### src/rtl/irqc_pkg.sv
`timescale 1ns/1ps
package irqc_pkg;
  localparam int REG_W = 32;
  localparam int GLOBAL_BIT = 31;
  localparam logic [REG_W-1:0] EVT_MASK = 32'h0000_0087;
  localparam logic [REG_W-1:0] POL_MASK = 32'h0000_0018;
  localparam logic [REG_W-1:0] EN_WR_MASK = 32'h8000_0000 | POL_MASK | EVT_MASK;
  localparam logic [REG_W-1:0] EN_RESET = 32'h0000_0008;

  typedef enum logic [1:0] {
    SEL_ENABLE = 2'd0,
    SEL_STATUS = 2'd1,
    SEL_VECTOR = 2'd2,
    SEL_NONE   = 2'd3
  } regSel_e;

  typedef struct packed {
    logic enWr;
    logic stsClr;
    logic evtHit;
  } strobe_t;
endpackage

### src/rtl/irqc_ctrl.sv
`timescale 1ns/1ps
module irqc_ctrl
  import irqc_pkg::*;
#(
  parameter int NUM_LOC = 5,
  parameter int LOC_W = $clog2(NUM_LOC + 1)
) (
  input  logic             evtValid,
  input  logic [LOC_W-1:0] evtLoc,
  input  logic             wrEn,
  input  logic [LOC_W-1:0] wrLoc,
  input  logic [1:0]       wrSel,
  input  logic [LOC_W-1:0] activeLoc,
  output strobe_t          strobes [NUM_LOC]
);
  for (genvar i = 0; i < NUM_LOC; i++) begin : g_loc
    logic ownerWr;
    assign ownerWr = wrEn && (wrLoc == LOC_W'(i)) && (activeLoc == LOC_W'(i));
    always_comb begin
      strobes[i].enWr   = ownerWr && (wrSel == SEL_ENABLE);
      strobes[i].stsClr = ownerWr && (wrSel == SEL_STATUS);
      strobes[i].evtHit = evtValid && (evtLoc == LOC_W'(i));
    end
  end
endmodule

### src/rtl/irqc_datapath.sv
`timescale 1ns/1ps
module irqc_datapath
  import irqc_pkg::*;
#(
  parameter int NUM_LOC = 5,
  parameter int LOC_W = $clog2(NUM_LOC + 1),
  parameter logic [3:0] VECTOR = 4'd5
) (
  input  logic                     clk,
  input  logic                     rstN,
  input  strobe_t                  strobes [NUM_LOC],
  input  logic [REG_W-1:0]         wrData,
  input  logic [REG_W-1:0]         evtBits,
  input  logic [LOC_W-1:0]         rdLoc,
  input  logic [1:0]               rdSel,
  output logic [REG_W-1:0]         rdData,
  output logic                     irqLine,
  output logic [NUM_LOC*REG_W-1:0] enAll,
  output logic [NUM_LOC*REG_W-1:0] stsAll
);
  logic [REG_W-1:0] enReg  [NUM_LOC];
  logic [REG_W-1:0] stsReg [NUM_LOC];
  logic [NUM_LOC-1:0] setReq;
  logic [NUM_LOC-1:0] zeroReq;

  for (genvar i = 0; i < NUM_LOC; i++) begin : g_loc
    logic [REG_W-1:0] hitBits;
    logic [REG_W-1:0] clrBits;
    logic [REG_W-1:0] stsNext;
    logic [REG_W-1:0] enNext;

    always_comb begin
      hitBits = '0;
      if (strobes[i].evtHit && enReg[i][GLOBAL_BIT])
        hitBits = evtBits & EVT_MASK & enReg[i];
      clrBits = strobes[i].stsClr ? (wrData & EVT_MASK) : '0;
      stsNext = (stsReg[i] & ~clrBits) | hitBits;
      enNext  = strobes[i].enWr ? ((enReg[i] & ~EN_WR_MASK) | (wrData & EN_WR_MASK))
                                : enReg[i];
    end

    assign setReq[i]  = |hitBits;
    assign zeroReq[i] = (|clrBits) && (|stsReg[i]) && (stsNext == '0);

    always_ff @(posedge clk or negedge rstN) begin
      if (!rstN) begin
        enReg[i]  <= EN_RESET;
        stsReg[i] <= '0;
      end else begin
        enReg[i]  <= enNext;
        stsReg[i] <= stsNext;
      end
    end

    assign enAll[i*REG_W +: REG_W]  = enReg[i];
    assign stsAll[i*REG_W +: REG_W] = stsReg[i];
  end

  always_ff @(posedge clk or negedge rstN) begin
    if (!rstN)          irqLine <= 1'b0;
    else if (|setReq)   irqLine <= 1'b1;
    else if (|zeroReq)  irqLine <= 1'b0;
  end

  always_comb begin
    rdData = '0;
    for (int i = 0; i < NUM_LOC; i++) begin
      if (rdLoc == LOC_W'(i)) begin
        case (rdSel)
          SEL_ENABLE: rdData = enReg[i];
          SEL_STATUS: rdData = stsReg[i];
          SEL_VECTOR: rdData = REG_W'(VECTOR);
          default:    rdData = '0;
        endcase
      end
    end
  end
endmodule

### src/rtl/irq_status_ctl.sv
`timescale 1ns/1ps
module irq_status_ctl
  import irqc_pkg::*;
#(
  parameter int NUM_LOC = 5,
  parameter int LOC_W = $clog2(NUM_LOC + 1),
  parameter logic [3:0] VECTOR = 4'd5
) (
  input  logic             clk,
  input  logic             rstN,
  input  logic [LOC_W-1:0] activeLoc,
  input  logic             evtValid,
  input  logic [LOC_W-1:0] evtLoc,
  input  logic [31:0]      evtBits,
  input  logic             wrEn,
  input  logic [LOC_W-1:0] wrLoc,
  input  logic [1:0]       wrSel,
  input  logic [31:0]      wrData,
  input  logic [LOC_W-1:0] rdLoc,
  input  logic [1:0]       rdSel,
  output logic [31:0]      rdData,
  output logic             irqLine
);
  strobe_t strobes [NUM_LOC];
  logic [NUM_LOC*REG_W-1:0] enAll;
  logic [NUM_LOC*REG_W-1:0] stsAll;

  irqc_ctrl #(.NUM_LOC(NUM_LOC), .LOC_W(LOC_W)) u_ctrl (
    .evtValid (evtValid),
    .evtLoc   (evtLoc),
    .wrEn     (wrEn),
    .wrLoc    (wrLoc),
    .wrSel    (wrSel),
    .activeLoc(activeLoc),
    .strobes  (strobes)
  );

  irqc_datapath #(.NUM_LOC(NUM_LOC), .LOC_W(LOC_W), .VECTOR(VECTOR)) u_dp (
    .clk    (clk),
    .rstN   (rstN),
    .strobes(strobes),
    .wrData (wrData),
    .evtBits(evtBits),
    .rdLoc  (rdLoc),
    .rdSel  (rdSel),
    .rdData (rdData),
    .irqLine(irqLine),
    .enAll  (enAll),
    .stsAll (stsAll)
  );
endmodule

### config.mk
export PLATFORM = sky130hd
export DESIGN_NAME = irq_status_ctl
export DESIGN_NICKNAME = d
export VERILOG_FILES = /design/src/rtl/irqc_pkg.sv /design/src/rtl/irqc_ctrl.sv /design/src/rtl/irqc_datapath.sv /design/src/rtl/irq_status_ctl.sv
export SDC_FILE = /design/constraint.sdc
export NUM_CORES = 1
export LEC_CHECK = 0
export CAP_MARGIN = 10
export CORE_UTILIZATION = 35
export CTS_CLUSTER_DIAMETER = 60
export DETAILED_ROUTE_END_ITERATION = 6
export GPL_ROUTABILITY_DRIVEN = 1
export PLACE_DENSITY = 0.6
export SLEW_MARGIN = 15
export SYNTH_ARGS = -nofsm -noshare
export SYNTH_HDL_FRONTEND = slang
export SYNTH_HIERARCHICAL = 1
export SYNTH_SLANG_ARGS = --single-unit
### constraint.sdc
create_clock -name clk -period 1.8 [get_ports clk]
set_clock_uncertainty 0.05 [all_clocks]
set_input_delay 0.45 -clock clk [delete_from_list [all_inputs] [get_ports clk]]
set_output_delay 0.45 -clock clk [all_outputs]
set_load 0.02 [all_outputs]
Word-level counts from Yosys, hierarchy flattened
Cells that the tools add are included.
{"block": "totals", "register_bits": 321, "in_bits": 84, "output_inout_bits": 33, "wordCells": 141}
{"block": "op_classes", "eq_ne": 19, "mux": 22, "bitwise": 25, "n_reduce_logical": 64}
{"op": "32-bit one-hot mux with 3 select lines", "n": 5}
{"op": "32-bit two-way mux", "n": 10}
{"op": "32-bit OR reduction", "n": 10}
{"op": "32-bit AND", "n": 5}
{"op": "8-bit by 32-bit AND with 32-bit output", "n": 5}
{"op": "32-bit zero test", "n": 5}
{"op": "32-bit NOT", "n": 5}
{"op": "31-bit by 32-bit OR with 32-bit output", "n": 5}
{"op": "32-bit OR", "n": 5}
{"op": "160-bit OR reduction", "n": 1}
{"op": "1-bit logical AND", "n": 40}
{"op": "8-bit two-way mux", "n": 5}
{"op": "3-bit by 2-bit == test with 1-bit output (second input constant)", "n": 8}
{"op": "3-bit by 1-bit == test with 1-bit output (second input constant)", "n": 4}
{"op": "3-bit == test (second input constant)", "n": 4}
{"op": "3-bit zero test", "n": 4}
{"op": "5-bit OR reduction", "n": 1}
{"op": "2-bit by 1-bit == test with 1-bit output (second input constant)", "n": 2}
{"op": "2-bit zero test", "n": 2}
{"op": "2-bit == test (second input constant)", "n": 1}
{"op": "1-bit two-way mux", "n": 2}
{"op": "2-bit nonzero test", "n": 1}

Depth between registers and ports, before layout
{"block": "depth", "ltp_word": 13, "ltp_mapped": 8, "ltp_nobuf": 7}

Modules after synthesis
The synthesis kept the hierarchy.
{"module": "irqc_datapath", "n_inst": 1, "cells_per_inst": 580, "area_per_inst_um2": 5221.3, "seq_area_each_um2": 1407.6}
{"module": "irqc_ctrl", "n_inst": 1, "cells_per_inst": 26, "area_per_inst_um2": 245.2, "seq_area_each_um2": 0.0}

Worst setup path before layout
OpenSTA, ideal clock, no wires.
{"block": "synth_timing", "path_kind": "input to register", "start": "input port wrLoc[1]", "end": "register u_dp.irqLine", "setup_time_ns": 0.137, "arrival_time_ns": 1.985, "t_required_ns": 1.613, "setup_slack_ns": -0.372, "stages": 7, "n_path_buf": 1, "path_cell_list": "or3b_1 -> buf_6 -> nor4_4 -> nand2_1 -> a32o_1 -> o41ai_2 -> o31ai_2"}
{"element": "from (decl)", "line": "irq_status_ctl.sv:16", "rtl": "input logic [LOC_W-1:0] wrLoc,"}
{"element": "to (signal assigned)", "line": "irqc_datapath.sv:60", "rtl": "if (!rstN) irqLine <= 1'b0;"}
{"element": "to (signal assigned)", "line": "irqc_datapath.sv:61", "rtl": "else if (|setReq) irqLine <= 1'b1;"}
{"element": "to (signal assigned)", "line": "irqc_datapath.sv:62", "rtl": "else if (|zeroReq) irqLine <= 1'b0;"}
{"element": "to (decl)", "line": "irqc_datapath.sv:17", "rtl": "output logic irqLine,"}

Worst setup path in the final report
{"block": "layout_timing", "start": "register u_dp.stsReg, in the netlist u_dp/stsAll[39]", "end": "output port rdData[7]"}
{"block": "layout_via", "elab_chain_cells": 5}
{"element": "from (decl)", "line": "irqc_datapath.sv:22", "rtl": "logic [REG_W-1:0] stsReg [NUM_LOC];"}
{"element": "from (signal, indexed assignment)", "line": "irqc_datapath.sv:51", "rtl": "stsReg[i] <= stsNext;"}
{"element": "32-bit one-hot mux with 3 select lines", "line": "irqc_datapath.sv:69", "rtl": "case (rdSel)"}
{"element": "32-bit two-way mux (4 in series)", "line": "irqc_datapath.sv:68", "rtl": "if (rdLoc == LOC_W'(i)) begin"}
{"element": "to (decl)", "line": "irq_status_ctl.sv:21", "rtl": "output logic [31:0] rdData,"}
No other way between the ends.

==> impl_summary.log <==
INFO  metric grtUsageTotal = 0.2272
INFO  metric remaining_drc_errors = 0
INFO  metric synthesis.instances = between 300 and 400
INFO  metric cp.required = approximately 1.3 ns
INFO  metric rrSetupSlack = -0.04 ns
INFO  metric worst_slack = -0.4088 ns
INFO  metric grt_overflow_total = 0
INFO  metric outcome = complete, but fails checks
INFO  metric root_buffer = sky130_fd_sc_hd__clkbuf_8
INFO  metric hold_viol_final = 0
INFO  metric tritoncts = yes
INFO  metric antenna_cells_inserted = 0
INFO  metric reg_to_reg_endpoint = u_dp/irqLine$_DFFE_PN0P_
INFO  metric dpl.hpwl = about 8.3 mm
INFO  metric fillerInstances = around 830
INFO  metric r2r_start = u_dp/stsAll[96]$_DFF_PN0_
INFO  metric initial_antenna_violation_count = 0
INFO  metric post_route_cells_drive_above_1_share = 0.5248
INFO  metric htree_num_levels = 2
INFO  metric worst-setup-path-type = register to output pin
INFO  metric num_rows = 36
INFO  metric synth.cell_area = around 3500 um2
INFO  metric num-nets-final = 588
INFO  metric initial_core_util = 0.3590
INFO  metric final_setup_violations = 16
INFO  metric drv_slew = 0
INFO  metric final_cell_utilization_of_the_core = 0.5680
INFO  metric number_of_clock_sinks = 56
INFO  metric worst_setup_path_end_kind = output pin
INFO  metric drv.max_cap_violation_count = 0
INFO  metric p_per_area = around 500 nW/um2
INFO  metric core_area = roughly 9700 um2
INFO  metric critPathLaunchType = register
INFO  metric drt_pre_antenna_iters = 5
INFO  metric timing.critical_path.buf_inv = 1
INFO  metric clk_transition_reported_paths = approximately 0.1 ns
INFO  metric syn_to_final_growth = 58.19%
INFO  metric highest_clock_rate = 452.7 MHz
INFO  metric ant_nets = 0
INFO  metric max-clock-path-buffers = 2
INFO  metric vias_per_cell = between 5 and 6
INFO  metric arrival = 1.71 ns
INFO  metric die_height = between 100 and 150 um
INFO  metric leakagePower = around 0.0025 uW
INFO  metric grt_start_max_net_pins = 57
INFO  metric finalCritPeriodShare = 1.227
INFO  metric place.port_buffers = 38
INFO  metric worstRegToRegCells = 6
INFO  metric cpMaxStageDelayCell = sky130_fd_sc_hd__mux4_2
INFO  metric largest_fanout_on_the_critical_path = 2
INFO  metric drt_iter0_markers = 203
INFO  metric avgSynthCellArea = between 10 and 15 um2
INFO  metric grt_setup_unrepaired = yes
INFO  metric critical_path.cell_chain = mux4_2, mux2i_1, o22a_1, nor2_2, buf_6
INFO  metric detail_route.wirelength = 11.23 mm
INFO  metric final_total_negative_setup_slack = -2.908 ns
INFO  metric routabilityCongestion = about 0.96
INFO  metric dieArea = between 10000 and 15000 um2
INFO  metric peakVddDrop = a little over 0.3 mV
INFO  metric io-pin-count = around 120
INFO  metric num_vias = between 3000 and 4000
INFO  metric global_route_wire_length_before_repair = ~17 mm
INFO  metric hold_path_class = input pin to async pin
INFO  metric via_count_of_the_first_global_routing_pass = 3332
INFO  metric critical_path.max_stage_delay = 0.49 ns
INFO  metric min_period = roughly 2.2 ns
INFO  metric path_delay_family = multiplexers
INFO  metric failed_checks = negative setup slack
INFO  metric die_x = between 100 and 150 um
INFO  metric numCtsBuffers = 5
INFO  metric ys_warn_count = 6
INFO  metric route.detailed.wl_per_inst = about 18 um
INFO  metric worstSkewPairLatency = 0.31 ns
power by group:
part / leakage [uW] / internal (uW) / total (uW) / switching [uW]
combinational: 0.00170 / 338 / 655 / 316
clock: 0.0000445 / 314 / 732 / 418
sequential: 0.000759 / 1300 / 1330 / 27.7
registers in the layout (all words and copies together), names as in the netlist:
name,count
u_dp/enAll,35
u_dp/stsAll,20
u_dp/irqLine,1
cell type report:
class	count	area, um2	share of cell area
clock buffer	7	86.33	0.01570
clock inverter	1	7.507	0.001365
sequential	56	1408	0.2559
timing repair buffer	179	1578	0.2869
multi-input combinational	255	2228	0.4051
inverter	7	26.28	0.004777
tap	133	166.4	0.03025
through the flow:
step	setup WS, ns	std cells	cell area (um2)	hold WS (ns)	total power (uW)
final	-0.4088	638	5500	0.06789	2716
after global routing	-0.4591	638	5500	0.09759	2834
after CTS	-0.4382	628	5214	0.08220	2677
after detailed placement	-1.194	609	4897	0.4264	1907
after global placement	-1.158	609	4897	0.4226	1896
after floorplan	-0.2769	365	3774	0.1044	1655
worst reg2reg max path, stage by stage (launching register included):
cell and delay, ns:
sky130_fd_sc_hd__dfrtp_1 0.41, sky130_fd_sc_hd__buf_4 0.15, sky130_fd_sc_hd__or4_1 0.51, sky130_fd_sc_hd__o2111ai_1 0.12
sky130_fd_sc_hd__nor4_2 0.08, sky130_fd_sc_hd__a21o_1 0.17, sky130_fd_sc_hd__o31ai_2 0.26
how the worst max path moves through the flow:
stage,start,to,slack (ns),cells past startpoint
after floorplan,activeLoc[1],u_dp/irqLine$_DFFE_PN0P_,-0.28,7
after global placement,rdSel[0],rdData[0],-1.16,9
after detailed placement,rdSel[0],rdData[0],-1.19,9
after CTS,u_dp/stsAll[39]$_DFF_PN0_,rdData[7],-0.44,5
after global routing,u_dp/enAll[33]$_DFFE_PN0P_,rdData[1],-0.46,5
final,u_dp/stsAll[39]$_DFF_PN0_,rdData[7],-0.41,5
routing by layer:
| metal | track usage | wire, um | part of all wire | up-vias |
|---|---|---|---|---|
| li1 | - | - | - | 1536 |
| met1 | 0.2947 | 4973 | 0.44 | 1615 |
| met2 | 0.3799 | 5355 | 0.48 | 127 |
| met3 | 0.03658 | 580 | 0.052 | 25 |
| met4 | 0.08696 | 318 | 0.028 | 0 |
| met5 | 0 | 0 | 0 | - |
what timing repair did:
item	CTS	global route
hold buffers	0	0
cloned	0	2
pin swaps	29	18
endpoints found under the setup margin	64	43
resized for setup	131	33
buffers inserted	11	8
cells in the final DEF (no fill, tap or decap), types with 3 or more instances in the layout:
cell type,n
sky130_fd_sc_hd__buf_4,122
sky130_fd_sc_hd__dfrtp_1,51
sky130_fd_sc_hd__nand2_1,48
sky130_fd_sc_hd__mux2_4,26
sky130_fd_sc_hd__conb_1,25
sky130_fd_sc_hd__buf_6,24
sky130_fd_sc_hd__clkdlybuf4s50_1,14
sky130_fd_sc_hd__nor2_1,11
sky130_fd_sc_hd__o21ai_1,11
sky130_fd_sc_hd__a32o_1,7
sky130_fd_sc_hd__clkbuf_8,6
sky130_fd_sc_hd__nor4_4,6
sky130_fd_sc_hd__mux4_2,6
sky130_fd_sc_hd__a21oi_1,6
sky130_fd_sc_hd__buf_2,5
sky130_fd_sc_hd__mux2i_1,5
sky130_fd_sc_hd__nor3_2,5
sky130_fd_sc_hd__mux2_1,5
sky130_fd_sc_hd__inv_1,5
sky130_fd_sc_hd__a22oi_1,5
sky130_fd_sc_hd__dfstp_2,5
sky130_fd_sc_hd__buf_8,4
sky130_fd_sc_hd__nor4_2,4
sky130_fd_sc_hd__nor3_1,4
sky130_fd_sc_hd__o2bb2ai_1,4
sky130_fd_sc_hd__o2bb2ai_2,4
sky130_fd_sc_hd__mux2_2,4
sky130_fd_sc_hd__dlymetal6s2s_1,3
sky130_fd_sc_hd__nand2_2,3
sky130_fd_sc_hd__nor3_4,3
sky130_fd_sc_hd__nor2b_4,3
sky130_fd_sc_hd__nand2b_4,3
sky130_fd_sc_hd__a211oi_2,3
sky130_fd_sc_hd__o22a_1,3
sky130_fd_sc_hd__o21ai_0,3
sky130_fd_sc_hd__nor2_2,3
sky130_fd_sc_hd__buf_12,3
Note: power is estimated with default switching activity, not from simulation.
